### src/rtl/lnk_pkg.sv
// Package: shared state and transmit-mode encodings for the link controller.
package lnk_pkg;
    typedef enum logic [2:0] {
        ST_ERR_RESET,
        ST_ERR_WAIT,
        ST_READY,
        ST_STARTED,
        ST_CONNECTING,
        ST_RUN
    } lnk_state_t;

    typedef enum logic [1:0] {
        TXM_SILENT = 2'd0,
        TXM_NULLS  = 2'd1,
        TXM_FCT    = 2'd2,
        TXM_ALL    = 2'd3
    } tx_mode_t;
endpackage

### src/rtl/lnk_timer.sv
// lnk_timer: counts the clocks spent in the current state.
// done is high during the last cycle of a window of LIMIT_A clocks
// (sel_b low) or LIMIT_B clocks (sel_b high), counted from the edge
// that asserted restart. Assumes both limits are at least 2.
module lnk_timer #(
    parameter int LIMIT_A = 1280,
    parameter int LIMIT_B = 2560
) (
    input  logic clk,
    input  logic rst_n,
    input  logic restart,
    input  logic sel_b,
    output logic done
);
    localparam int MAXL = (LIMIT_A > LIMIT_B) ? LIMIT_A : LIMIT_B;
    localparam int TW   = $clog2(MAXL + 1);
    localparam logic [TW-1:0] LAST_A = TW'(LIMIT_A - 1);
    localparam logic [TW-1:0] LAST_B = TW'(LIMIT_B - 1);
    localparam logic [TW-1:0] TOP    = TW'(MAXL);

    logic [TW-1:0] cnt_q;

    // Count up from zero after each restart, saturating at the top.
    always_ff @(posedge clk) begin
        if (!rst_n || restart)
            cnt_q <= '0;
        else if (cnt_q != TOP)
            cnt_q <= cnt_q + 1'b1;
    end

    // Flag the last cycle of the selected window.
    always_comb done = sel_b ? (cnt_q == LAST_B) : (cnt_q == LAST_A);
endmodule

### src/rtl/lnk_tx_credit.sv
// lnk_tx_credit: transmit credit granted by the far end.
// Each grant adds STEP characters and each spend removes one. A grant that
// would exceed CAP is refused and reported on over. The count clears
// whenever enable is low. Assumes spend only when has_credit is high.
module lnk_tx_credit #(
    parameter int STEP = 8,
    parameter int CAP  = 56
) (
    input  logic clk,
    input  logic rst_n,
    input  logic enable,
    input  logic grant,
    input  logic spend,
    output logic has_credit,
    output logic over
);
    localparam int CW = $clog2(CAP + STEP + 1);
    localparam logic [CW-1:0] STEP_V = CW'(STEP);
    localparam logic [CW-1:0] CAP_V  = CW'(CAP);

    logic [CW-1:0] cred_q;
    logic [CW-1:0] cred_d;

    // Detect an over-cap grant and form the next count.
    always_comb begin
        over   = grant && ((cred_q + STEP_V) > CAP_V);
        cred_d = cred_q;
        if (grant && !over)
            cred_d = cred_d + STEP_V;
        if (spend && cred_q != '0)
            cred_d = cred_d - 1'b1;
    end

    // Hold the count; clear it while the link is not exchanging FCTs.
    always_ff @(posedge clk) begin
        if (!rst_n || !enable)
            cred_q <= '0;
        else
            cred_q <= cred_d;
    end

    always_comb has_credit = (cred_q != '0);
endmodule

### src/rtl/lnk_rx_credit.sv
// lnk_rx_credit: receive credit granted to the far end and not yet used.
// Requests an FCT while the buffer room covers the outstanding credit
// plus STEP. Each acknowledged FCT adds STEP, and each received character
// removes one. A character with no credit left is reported on under.
module lnk_rx_credit #(
    parameter int STEP   = 8,
    parameter int CAP    = 56,
    parameter int ROOM_W = 6
) (
    input  logic              clk,
    input  logic              rst_n,
    input  logic              enable,
    input  logic [ROOM_W-1:0] room,
    input  logic              ack,
    input  logic              rx_char,
    output logic              fct_req,
    output logic              under
);
    localparam int CW  = $clog2(CAP + STEP + 1);
    localparam int MW  = ((CW > ROOM_W) ? CW : ROOM_W) + 1;
    localparam logic [CW-1:0] STEP_V = CW'(STEP);

    logic [CW-1:0] cred_q;
    logic [CW-1:0] cred_d;
    logic [MW-1:0] need;
    logic [MW-1:0] have;

    // Compare room with outstanding credit plus one FCT worth.
    always_comb begin
        need    = MW'(cred_q) + MW'(STEP);
        have    = MW'(room);
        fct_req = enable && (have >= need);
        under   = rx_char && (cred_q == '0);
        cred_d  = cred_q;
        if (ack && fct_req)
            cred_d = cred_d + STEP_V;
        if (rx_char && !under)
            cred_d = cred_d - 1'b1;
    end

    // Hold the outstanding credit; clear it while the link is down.
    always_ff @(posedge clk) begin
        if (!rst_n || !enable)
            cred_q <= '0;
        else
            cred_q <= cred_d;
    end
endmodule

### src/rtl/link_init_ctrl.sv
// link_init_ctrl: start-up and supervision state machine of a data-strobe
// serial link. It sequences reset wait, ready, started (NULLs), connecting
// (FCTs) and running, and keeps both credit counts. Faults in the running
// state raise one-cycle error flags. Start-up faults reset silently.
// Assumes the receiver event inputs are single-cycle pulses in this clock
// domain and that fct_ack is only given while fct_req is high.
module link_init_ctrl #(
    parameter int CLK_KHZ   = 200000,
    parameter int FCT_CHARS = 8,
    parameter int CAP_FCTS  = 7,
    parameter int ROOM_W    = 6
) (
    input  logic              clk,
    input  logic              rst_n,
    input  logic              link_start,
    input  logic              link_auto,
    input  logic              link_dis,
    input  logic [ROOM_W-1:0] rx_room,
    input  logic              rx_null,
    input  logic              rx_fct,
    input  logic              rx_char,
    input  logic              rx_time,
    input  logic              rx_par_err,
    input  logic              rx_esc_err,
    input  logic              rx_disc,
    input  logic              tx_write,
    input  logic              fct_ack,
    output logic              rx_enable,
    output logic [1:0]        tx_mode,
    output logic              fct_req,
    output logic              tx_ready,
    output logic              started,
    output logic              connecting,
    output logic              running,
    output logic              err_disc,
    output logic              err_par,
    output logic              err_esc,
    output logic              err_cred
);
    import lnk_pkg::*;

    localparam int RST_CYC  = (CLK_KHZ * 64) / 10000;
    localparam int WAIT_CYC = 2 * RST_CYC;
    localparam int CRED_CAP = FCT_CHARS * CAP_FCTS;

    lnk_state_t state_q, state_d;
    logic       null_seen_q;
    logic       t_done;
    logic       link_up;
    logic       tx_has, tx_over, rx_under;
    logic       bad_early, run_fault, in_run;

    always_comb begin
        in_run    = (state_q == ST_RUN);
        link_up   = (state_q == ST_CONNECTING) || in_run;
        bad_early = rx_char || rx_time || rx_par_err || rx_esc_err || rx_disc;
        run_fault = rx_disc || rx_par_err || rx_esc_err || tx_over || rx_under;
    end

    lnk_timer #(
        .LIMIT_A (RST_CYC),
        .LIMIT_B (WAIT_CYC)
    ) u_timer (
        .clk     (clk),
        .rst_n   (rst_n),
        .restart (state_d != state_q),
        .sel_b   (state_q != ST_ERR_RESET),
        .done    (t_done)
    );

    lnk_tx_credit #(
        .STEP (FCT_CHARS),
        .CAP  (CRED_CAP)
    ) u_txcred (
        .clk        (clk),
        .rst_n      (rst_n),
        .enable     (link_up),
        .grant      (rx_fct && link_up),
        .spend      (tx_write && tx_ready),
        .has_credit (tx_has),
        .over       (tx_over)
    );

    lnk_rx_credit #(
        .STEP   (FCT_CHARS),
        .CAP    (CRED_CAP),
        .ROOM_W (ROOM_W)
    ) u_rxcred (
        .clk     (clk),
        .rst_n   (rst_n),
        .enable  (link_up),
        .room    (rx_room),
        .ack     (fct_ack),
        .rx_char (rx_char && in_run),
        .fct_req (fct_req),
        .under   (rx_under)
    );

    // Remember a received NULL from the end of the reset wait onwards.
    always_ff @(posedge clk) begin
        if (!rst_n || state_q == ST_ERR_RESET)
            null_seen_q <= 1'b0;
        else if (rx_null)
            null_seen_q <= 1'b1;
    end

    // Choose the next link state.
    always_comb begin
        state_d = state_q;
        unique case (state_q)
            ST_ERR_RESET:  if (t_done) state_d = ST_ERR_WAIT;
            ST_ERR_WAIT:   if (bad_early) state_d = ST_ERR_RESET;
                           else if (t_done) state_d = ST_READY;
            ST_READY:      if (bad_early) state_d = ST_ERR_RESET;
                           else if (!link_dis && (link_start || (link_auto && null_seen_q)))
                               state_d = ST_STARTED;
            ST_STARTED:    if (bad_early || link_dis) state_d = ST_ERR_RESET;
                           else if (null_seen_q) state_d = ST_CONNECTING;
                           else if (t_done) state_d = ST_ERR_RESET;
            ST_CONNECTING: if (bad_early || link_dis) state_d = ST_ERR_RESET;
                           else if (rx_fct) state_d = ST_RUN;
                           else if (t_done) state_d = ST_ERR_RESET;
            ST_RUN:        if (link_dis || run_fault) state_d = ST_ERR_RESET;
            default:       state_d = ST_ERR_RESET;
        endcase
    end

    // Register the link state.
    always_ff @(posedge clk) begin
        if (!rst_n)
            state_q <= ST_ERR_RESET;
        else
            state_q <= state_d;
    end

    // Register one-cycle error flags for faults seen while running.
    always_ff @(posedge clk) begin
        if (!rst_n) begin
            err_disc <= 1'b0;
            err_par  <= 1'b0;
            err_esc  <= 1'b0;
            err_cred <= 1'b0;
        end else begin
            err_disc <= in_run && rx_disc;
            err_par  <= in_run && rx_par_err;
            err_esc  <= in_run && rx_esc_err;
            err_cred <= in_run && (tx_over || rx_under);
        end
    end

    // Decode the state register into status and transmitter commands.
    always_comb begin
        rx_enable  = (state_q != ST_ERR_RESET);
        started    = (state_q == ST_STARTED);
        connecting = (state_q == ST_CONNECTING);
        running    = in_run;
        tx_ready   = in_run && tx_has;
        unique case (state_q)
            ST_STARTED:    tx_mode = TXM_NULLS;
            ST_CONNECTING: tx_mode = TXM_FCT;
            ST_RUN:        tx_mode = TXM_ALL;
            default:       tx_mode = TXM_SILENT;
        endcase
    end
endmodule

### config.mk
export PLATFORM = sky130hd
export DESIGN_NAME = link_init_ctrl
export DESIGN_NICKNAME = d
export VERILOG_FILES = /design/src/rtl/lnk_pkg.sv /design/src/rtl/lnk_timer.sv /design/src/rtl/lnk_tx_credit.sv /design/src/rtl/lnk_rx_credit.sv /design/src/rtl/link_init_ctrl.sv
export SDC_FILE = /design/constraint.sdc
export NUM_CORES = 1
export LEC_CHECK = 0
export BUFFER_PORTS_ARGS = -buffer_cell sky130_fd_sc_hd__buf_2
export CORE_ASPECT_RATIO = 0.9
export CORE_MARGIN = 2
export CORE_UTILIZATION = 62
export DETAILED_ROUTE_END_ITERATION = 8
export PLACE_DENSITY = 0.93
export SLEW_MARGIN = 10
export SYNTH_ARGS = -nofsm -noshare
export SYNTH_HDL_FRONTEND = slang
export SYNTH_HIERARCHICAL = 1
export SYNTH_SLANG_ARGS = --single-unit
### constraint.sdc
create_clock -name clk -period 6.5 [get_ports clk]
set_clock_uncertainty 0.15 [all_clocks]
set_input_delay 0.325 -clock clk [delete_from_list [all_inputs] [get_ports clk]]
set_output_delay 0.325 -clock clk [all_outputs]
set_load 0.02 [all_outputs]
==> results of run 1 <==
## routing by layer
layer | share of wire, % | vias to the layer above | global-route usage (%)
li1 | - | 1120 | -
met1 | 44 | 1053 | 31.6
met2 | 47 | 81 | 40.3
met3 | 6.9 | 9 | 6.29
met4 | 1.5 | 0 | 10.8
met5 | 0 | - | 0
## metrics by stage
stage | util [%] | std cells | cell area [µm²] | hold slack [ps]
floorplan | - | 288 | 2390 | 293
global placement | 67.8 | 354 | 2510 | 328
detailed placement | 67.8 | 354 | 2510 | 337
CTS | 70.3 | 362 | 2610 | 101
global route | 70.4 | 362 | 2610 | 106
finish | 70.4 | 362 | 2610 | 108
## sequential cells by signal, indices dropped and copies added (netlist names)
| signal | flops |
|---|---|
| err_disc | 1 |
| err_esc | 1 |
| u_txcred/cred_q | 7 |
| state_q | 3 |
| err_par | 1 |
| err_cred | 1 |
| u_rxcred/cred_q | 7 |
| u_timer/cnt_q | 12 |
| null_seen_q | 1 |
## power breakdown
| group | switching, mW | internal, mW | total, mW | leakage [nW] |
|---|---|---|---|---|
| sequential | 0.00212 | 0.210 | 0.212 | 0.274 |
| combinational | 0.0122 | 0.0107 | 0.0229 | 0.701 |
| clock | 0.0791 | 0.0850 | 0.164 | 0.0472 |
| total | 0.0934 | 0.306 | 0.399 | 1.02 |
## cells by family after synthesis
kind of cell,Yosys count
XOR/XNOR,15
multiplexers,3
AO/OA/AOI/OAI,75
flip-flops,34
adder cells (fa/ha/maj),13
AND/OR/NAND/NOR,122
buffers and inverters,26
## cell type report
cell class,count,area share [%]
Clock buffer,6,3.17
Timing Repair Buffer,31,5.95
Inverter,15,2.16
Clock inverter,2,0.480
Sequential cell,34,26.1
Tap cell,46,2.21
Multi-Input combinational cell,228,59.9
## path summary, 6_finish.rpt
path,slack (ps),depth (start not counted),startpoint,end
setup / recovery,2870,9,state_q[2]$_SDFF_PN0_,u_timer/cnt_q[0]$_SDFFE_PP0P_
setup reg to reg,2870,9,state_q[2]$_SDFF_PN0_,u_timer/cnt_q[0]$_SDFFE_PP0P_
hold / removal,110,2,rx_null,null_seen_q$_SDFFE_PP0P_
hold reg to reg,350,2,u_rxcred/cred_q[2]$_SDFFE_PP0P_,u_rxcred/cred_q[2]$_SDFFE_PP0P_
## critical path: stages, from the launching register on
cell	delay (ps)
dfxtp_1	410
or3_1	460
or4b_1	470
a2111oi_1	910
o31ai_1	170
a31oi_1	200
o31ai_1	90
a21boi_1	170
nand2b_1	350
nor3_1	120
## layout by cell type, fill, tap and decap left out, drive strengths merged, types with 3 or more instances in the layout
cell / count
dfxtp: 34
buf: 31
nor2: 22
nand2: 18
a21oi: 16
inv: 15
ha: 13
o21ai: 13
nand3: 10
xnor2: 9
and3: 9
nor3: 8
nor2b: 7
nand4: 7
o31ai: 7
a211oi: 7
or3: 7
nand2b: 6
clkbuf: 6
xor2: 6
or4: 6
and2: 6
a21o: 4
nor4b: 3
a31oi: 3
nand4b: 3
o21a: 3
mux2i: 3
a21boi: 3
==> metrics.txt, run 1 <==
Worst Setup End Kind=flip-flop; core area=3700 µm²; CTS Root Cell=clkbuf_8; PortBufs=31; Synth Area in Compound Gates=21.7%; mux cell area share after synthesis=1.26%; Hold WC Path Type=input pin to flip-flop; status=finished, final reports clean; Hold Buf Count CTS=0; Max Cap Violations=0; RSZ-0062 raised after global routing=false; DR vias/cell=6.25; CTS Buffer Depth=2; IR drop worst, VDD=roughly 0.16 mV; Setup CP Type=flip-flop to flip-flop; post-synth cell types=63; multi-input logic area=approximately 1600 µm²; Slew @ Worst Pin=986 ps; dpl hpwl=4080 µm; Overall Power=399 µW; starting density of the core=64.4%; EDFF count, synth=0; die height=62.9 µm; global route overflow=0; largest net degree at the start of global routing=16; top post-synthesis cells by count=dfxtp_1, nor2_1, nand2_1, a21oi_1, inv_1; count leader, synth=dfxtp_1; Top FF cell, synth=dfxtp_1; final worst setup slack=2870 ps; Setup WS pre-CTS=2790 ps; final wirelength=5400 µm; Setup TNS=0 ps; Antenna diodes=0; Die Wd=roughly 69 µm; Synth area leader=dfxtp_1; Data arrival, critical path=3640 ps; GRT Total Usage=between 20% and 30%; via count=~2300; DR iter-0 viols=~180; Pwr per Cell Area=between 150 and 200 nW/µm²; Post-Synthesis Cells=288; post-synth top area share=between 20 and 30%; Mapped Area=2390 µm²; Synth Area in XOR/XNOR=5.50%; number of global-route vias before repair=2066; Post-synth ARST share=0%; Clock Sinks=34; Synth Area in Adders=just under 7%; post-synthesis sequential area ratio=between 20% and 30%; fin crit period=roughly 3600 ps; CP startpoint kind=flip-flop; crit-path max FO=14; Fin. Hold Viols=0; clk slew on worst S/H paths=roughly 70 ps; Reg area=681 µm²; synth warn=6; FF+latch count, synth=34; Tcrit/Tclk final=55.8%; Worst Path Required=roughly 6500 ps; largest family of logic cells by synthesized area=simple AND/OR/NAND/NOR gates; layout cells sized above 1=17.1%; Layout fillers=300; leading post-synthesis cells by cell area=dfxtp_1, ha_1, nor2_1; DRC errors left=0; max frequency=0.276 GHz; Leak=between 1 and 1.5 nW; DRT Pass-1 Iters=4; GPL Wtd Cong=0.989; CTS tree=done; Clock Latency Late Sink=approximately 290 ps; CTS resizes=0; synth-to-layout area growth=9.22%; num rows=21; wire length per cell=14.9 µm; Post-Synth Simple-Gate Area=30.1%; first-pass GRT wire length=8860 µm; antenna violations before repair=0; Syn Area/Cell=8.29 µm²; Setup Fix Bufs, Post-CTS=0; Syn Nets=321; # IOs=32; TritonCTS buffer count=5; CTS H-tree depth=2; remaining antenna violation count=0; total die area=4360 µm²; Final nets=348; worst rel slew slack=about 34%; final setup vio count=0; Slew Limit Fails=0
Note: power is estimated with default switching activity, not from simulation.
==> inputs of run 2 (changes only) <==
--- a/config.mk
+++ b/config.mk
@@ -8,9 +8,9 @@
 export BUFFER_PORTS_ARGS = -buffer_cell sky130_fd_sc_hd__buf_2
 export CORE_ASPECT_RATIO = 0.9
 export CORE_MARGIN = 2
-export CORE_UTILIZATION = 62
+export CORE_UTILIZATION = 58
 export DETAILED_ROUTE_END_ITERATION = 8
-export PLACE_DENSITY = 0.93
+export PLACE_DENSITY = 0.88
 export SLEW_MARGIN = 10
 export SYNTH_ARGS = -nofsm -noshare
 export SYNTH_HDL_FRONTEND = slang
==> constraint.sdc (replaced) <==
create_clock -name clk -period 3.4 [get_ports clk]
set_clock_uncertainty 0.15 [all_clocks]
set_input_delay 0.17 -clock clk [delete_from_list [all_inputs] [get_ports clk]]
set_output_delay 0.17 -clock clk [all_outputs]
set_load 0.02 [all_outputs]
==> run 2 against run 1 <==
Effect of this change:
- sequential share of layout area shrank 0.55 points
- die area up 6.5%
- cell count grew 1.7%
- flip-flop and latch count did not move
- largest power group unchanged
==> metrics.txt, run 2 (synthesis results as in run 1) <==
status=finished, final reports clean; fin crit period=3140 ps (-489 ps); Setup CP Type=flip-flop to flip-flop; Clock Latency Late Sink=290 ps (about the same); Finished Layout Cells=368 (+1.7%); end-of-flow core utilization=66.3% (-4.1 points); biggest cell delay along the critical path=490 ps (-420 ps); Die Wd=71.6 µm (+3.2%); Final nets=352 (+1.1%); synth-to-layout area growth=11.6%; Data arrival, critical path=3170 ps (-470 ps); core area=4020 µm² (+8.5%); Setup crit start=state_q[0]$_SDFF_PN0_; total die area=4650 µm² (+6.5%); reg-to-reg startpoint=state_q[0]$_SDFF_PN0_; Leak=1.05 nW (+2.3%); grt met2 use=39.0% (-1.3 points); commonest non-fill, non-tap cell in the layout=dfxtp_1; Slew @ Worst Pin=703 ps (-284 ps); multi-input logic area=1570 µm² (+0.16%); GRT Total Usage=24.1% (-0.87 points); first-pass GRT wire length=9050 µm (+2.2%); PortBufs=31 (unchanged); commonest non-fill, non-tap cells in the layout=dfxtp_1, buf_2, nor2_1, nand2_1, a21oi_1; Pwr per Cell Area=308 nW/µm² (+100%); Hold WC Path Type=input pin to flip-flop; Reg area=681 µm² (unchanged); GPL Wtd Cong=0.895 (-9.5%); TritonCTS buffer count=5 (unchanged); wire length per cell=14.3 µm (-4.3%); Clock Sinks=34 (unchanged); max reg flops=12 (unchanged); Antenna diodes=0 (unchanged); CTS Buffer Depth=2 (unchanged); Tcrit/Tclk final=92.3% (+36 points); largest net degree at the start of global routing=15 (-1); starting density of the core=59.4% (-5.0 points); Fin. Hold Viols=0 (unchanged); IR drop worst, VDD=0.281 mV (+80%); crit-path cells=or3_1, or4b_1, a2111oi_1, buf_4, o31ai_1, a31oi_1, o31ai_1, a21boi_1, nand2b_2, nor3_1; crit-path max FO=11 (-3); worst rel slew slack=52.5% (+18 points); Largest Register=u_timer/cnt_q; remaining antenna violation count=0 (unchanged); clk slew on worst S/H paths=70 ps (about the same); Setup TNS=0 ps (unchanged); antenna violations before repair=0 (unchanged); CP startpoint kind=flip-flop; Layout fillers=347 (+16%); gr busiest metal=met2; final worst setup slack=263 ps (-2610 ps); via count=2266 (+0.13%); RSZ-0062 raised after global routing=false; Slew Limit Fails=0 (unchanged); dpl hpwl=3920 µm (-4.0%); max frequency=0.319 GHz (+16%); global route overflow=0 (unchanged); final wirelength=5250 µm (-2.7%); GRT met3 Usage=4.67% (-1.6 points); DRC errors left=0 (unchanged); Top Registers=u_timer/cnt_q (12), u_rxcred/cred_q (7), u_txcred/cred_q (7); Worst Path Required=3430 ps (-3090 ps); min-delay src=rx_par_err; Top delay family on crit path=simple AND/OR/NAND/NOR gates; # IOs=32 (unchanged); DR vias/cell=6.16 (-1.5%); Max Cap Violations=0 (unchanged); layout cells sized above 1=18.1% (+1.0 points); Setup WS pre-CTS=210 ps (-2580 ps); final setup vio count=0 (unchanged); placed cell count=359 (+1.4%); CTS tree=done; die height=64.9 µm (+3.2%); num rows=22 (+4.8%); DR iter-0 viols=177 (-2.7%); most used cell, CP=o31ai_1; CTS Root Cell=clkbuf_8; Worst Setup End Kind=flip-flop; slowest CP cell=or4b_1; number of global-route vias before repair=2041 (-1.2%); met1 GRT Util=32.1% (+0.49 points); Overall Power=820 µW (+110%); CP bufs+invs=1 (+1); CTS H-tree depth=2 (unchanged); DRT Pass-1 Iters=5 (+1)
run 2: path summary, 6_finish.rpt:
check / to / slack, ps / cells past startpoint
hold reg to reg: u_txcred/cred_q[2]$_SDFFE_PP0P_ / 360 / 2
hold / removal: err_par$_SDFF_PN0_ / 10 / 2
setup reg to reg: u_timer/cnt_q[0]$_SDFFE_PP0P_ / 260 / 10
setup / recovery: u_timer/cnt_q[0]$_SDFFE_PP0P_ / 260 / 10
run 2: cell type report:
type	count	share of cell area, %
Inverter	15	2.11
Clock buffer	5	2.58
Tap cell	48	2.25
Multi-Input combinational cell	228	58.8
Timing Repair Buffer	35	7.05
Sequential cell	34	25.6
Clock inverter	3	1.69
run 2: repair_timing:
item                                    in CTS  in global routing
buffers inserted                             0                  0
endpoints found under the hold margin        1                  0
resized for setup                            0                  1
endpoints found under the setup margin       0                  9
hold buffers                                 1                  0
run 2: routing by layer:
layer,part of all wire (%),up-vias
met5,0,-
met4,1.1,0
met3,7.7,7
met2,45,88
met1,46,1039
li1,-,1132
run 2: where the power goes:
| part | internal (mW) | switching (mW) | leakage (nW) |
|---|---|---|---|
| clock | 0.218 | 0.153 | 0.0504 |
| combinational | 0.0212 | 0.0226 | 0.721 |
| sequential | 0.401 | 0.00389 | 0.274 |
| total | 0.640 | 0.180 | 1.05 |
run 2: metrics by stage:
stage          instance area, µm²  hold WS (ps)
6_report                     2660          11.0
2_1_floorplan                2390           138
3_5_place_dp                 2540           249
5_1_grt                      2660          36.3
4_1_cts                      2660          2.76
3_3_place_gp                 2540           255
==> inputs of run 3 (changes only) <==
==> constraint.sdc (replaced) <==
create_clock -name clk -period 3.1 [get_ports clk]
set_clock_uncertainty 0.15 [all_clocks]
set_input_delay 0.155 -clock clk [delete_from_list [all_inputs] [get_ports clk]]
set_output_delay 0.155 -clock clk [all_outputs]
set_load 0.02 [all_outputs]
==> run 3 against run 2 <==
Effect of this change:
- die area unchanged
- largest cell class unchanged
- via count up 1.6%
- clock-buffer cell count unchanged
- design area up 2.5%
- sequential power up 9.6%
- critical path depth down 1
- register-to-register slack worse by 80 ps
==> metrics.txt, run 3 (synthesis results as in run 1) <==
status=finished, final reports clean; Largest Register=u_timer/cnt_q; DR iter-0 viols=158 (-11%); PortBufs=31 (unchanged); largest net degree at the start of global routing=15 (unchanged); Slew Limit Fails=0 (unchanged); max frequency=0.343 GHz (+7.6%); final setup vio count=0 (unchanged); Data arrival, critical path=2950 ps (-220 ps); Antenna diodes=0 (unchanged); # IOs=32 (unchanged); synth-to-layout area growth=14.4%; placed cell count=364 (+1.4%); commonest non-fill, non-tap cell in the layout=dfxtp_1; die height=64.9 µm (unchanged); crit-path max FO=9 (-2); cell depth of the worst flop-to-flop path=9 (-1); Worst Hold Depth=2 (unchanged); Max Cap Violations=0 (unchanged); clk slew on worst S/H paths=80 ps (about the same); layout cells sized above 1=20.6% (+2.4 points); DRC errors left=0 (unchanged); fin crit period=2920 ps (-221 ps); Clock Latency Late Sink=290 ps (about the same); Setup CP Type=flip-flop to flip-flop; Clock Sinks=34 (unchanged); num rows=22 (unchanged); final instance area=2730 µm² (+2.5%); CTS H-tree depth=2 (unchanged); GPL Wtd Cong=0.881 (-1.6%); number of global-route vias before repair=2161 (+5.9%); Setup TNS=0 ps (unchanged); Overall Power=895 µW (+9.2%); wire length per cell=14.9 µm (+4.2%); via count=2303 (+1.6%); Hold WC Path Type=input pin to flip-flop; Layout fillers=330 (-4.9%); CTS Root Cell=clkbuf_8; Leak=1.08 nW (+3.4%); remaining antenna violation count=0 (unchanged); CP startpoint kind=flip-flop; Top Registers=u_timer/cnt_q (12), u_rxcred/cred_q (7), u_txcred/cred_q (7); first-pass GRT wire length=9690 µm (+7.1%); total die area=4650 µm² (unchanged); final wirelength=5560 µm (+5.9%); CTS Buffer Depth=2 (unchanged); Worst Path Required=3130 ps (-300 ps); Fin. Hold Viols=0 (unchanged); CTS tree=done; Die Wd=71.6 µm (unchanged); dpl hpwl=4090 µm (+4.3%); area of placed instances=2590 µm² (+2.2%); Hold WS=43.2 ps (+32.2 ps); Final nets=358 (+1.7%); starting density of the core=59.4% (unchanged); worst rel slew slack=47.8% (-4.7 points); Worst Setup End Kind=flip-flop; Tcrit/Tclk final=94.1% (+1.8 points); antenna violations before repair=0 (unchanged); Pwr per Cell Area=328 nW/µm² (+6.5%); Finished Layout Cells=374 (+1.6%); GRT Total Usage=25.9% (+1.8 points); core area=4020 µm² (unchanged); DR vias/cell=6.16 (about the same); Setup Fix Bufs, Post-CTS=0 (unchanged); commonest non-fill, non-tap cells in the layout=dfxtp_1, buf_2, nor2_1, nand2_1, a21oi_1; Slew @ Worst Pin=772 ps (+69.5 ps); IR drop worst, VDD=0.251 mV (-11%); max reg flops=12 (unchanged); global route overflow=0 (unchanged); DRT Pass-1 Iters=4 (-1); RSZ-0062 raised after global routing=false; TritonCTS buffer count=5 (unchanged)
-- run 3: changes by cell type in the layout (fill, tap and decap cells not counted), sizes merged --
cell | before | now
buf | 34 | 39
clkinv | 0 | 2
clkinvlp | 2 | 0
dlygate4sd3 | 1 | 2
-- run 3: final timing paths --
| path | from | slack, ps | end |
|---|---|---|---|
| worst max-delay path | state_q[2]$_SDFF_PN0_ | 180 | u_timer/cnt_q[0]$_SDFFE_PP0P_ |
| worst min-delay path | rx_disc | 40 | err_disc$_SDFF_PN0_ |
| worst max register to register | state_q[2]$_SDFF_PN0_ | 180 | u_timer/cnt_q[0]$_SDFFE_PP0P_ |
| worst min register to register | u_rxcred/cred_q[2]$_SDFFE_PP0P_ | 350 | u_rxcred/cred_q[2]$_SDFFE_PP0P_ |
-- run 3: cell type report --
| cell class | instances | area [µm²] | area share, % |
|---|---|---|---|
| multi-input combinational | 228 | 1590 | 58.1 |
| timing repair buffer | 41 | 235 | 8.62 |
| tap | 48 | 60.1 | 2.20 |
| sequential | 34 | 683 | 25.0 |
| clock inverter | 3 | 40.0 | 1.47 |
| clock buffer | 5 | 68.8 | 2.52 |
| inverter | 15 | 56.3 | 2.06 |
-- run 3: power breakdown --
part	internal [mW]	total [mW]	switching, mW
Clock	0.237	0.401	0.165
Combinational	0.0243	0.0499	0.0256
Sequential	0.440	0.444	0.00403
-- run 3: stage by stage --
stage / setup slack, ps / utilization (%)
final: 184 / 67.9
after global routing: 24.7 / 67.9
after CTS: 58.9 / 67.7
after detailed placement: 79.3 / 64.5
after global placement: 178 / 64.5
after floorplan: 42.7 / -
-- run 3: worst max-delay path: stages, from the launching register on --
cell and delay [ps]:
dfxtp_1 310, or3_1 380, or4b_1 530, a2111oi_4 480, nand2b_1 100, a22oi_1 230
o31ai_1 120, a21boi_1 180, nand2b_2 260, nor3_1 80
-- run 3: layer usage --
metal  wire [µm]  GRT usage, %  vias up  part of all wire, %
li1            -             -     1137                    -
met1        2660          34.9     1086                   48
met5           0             0        -                    0
met2        2570          42.2       73                   46
met3         279          4.82        7                  5.0
met4          58          7.08        0                  1.0
-- run 3: what timing repair did --
item,in CTS,in global routing
hold endpoints to repair,2,0
endpoints found under the setup margin,0,12
hold buffers,2,0
gates resized for setup,0,5
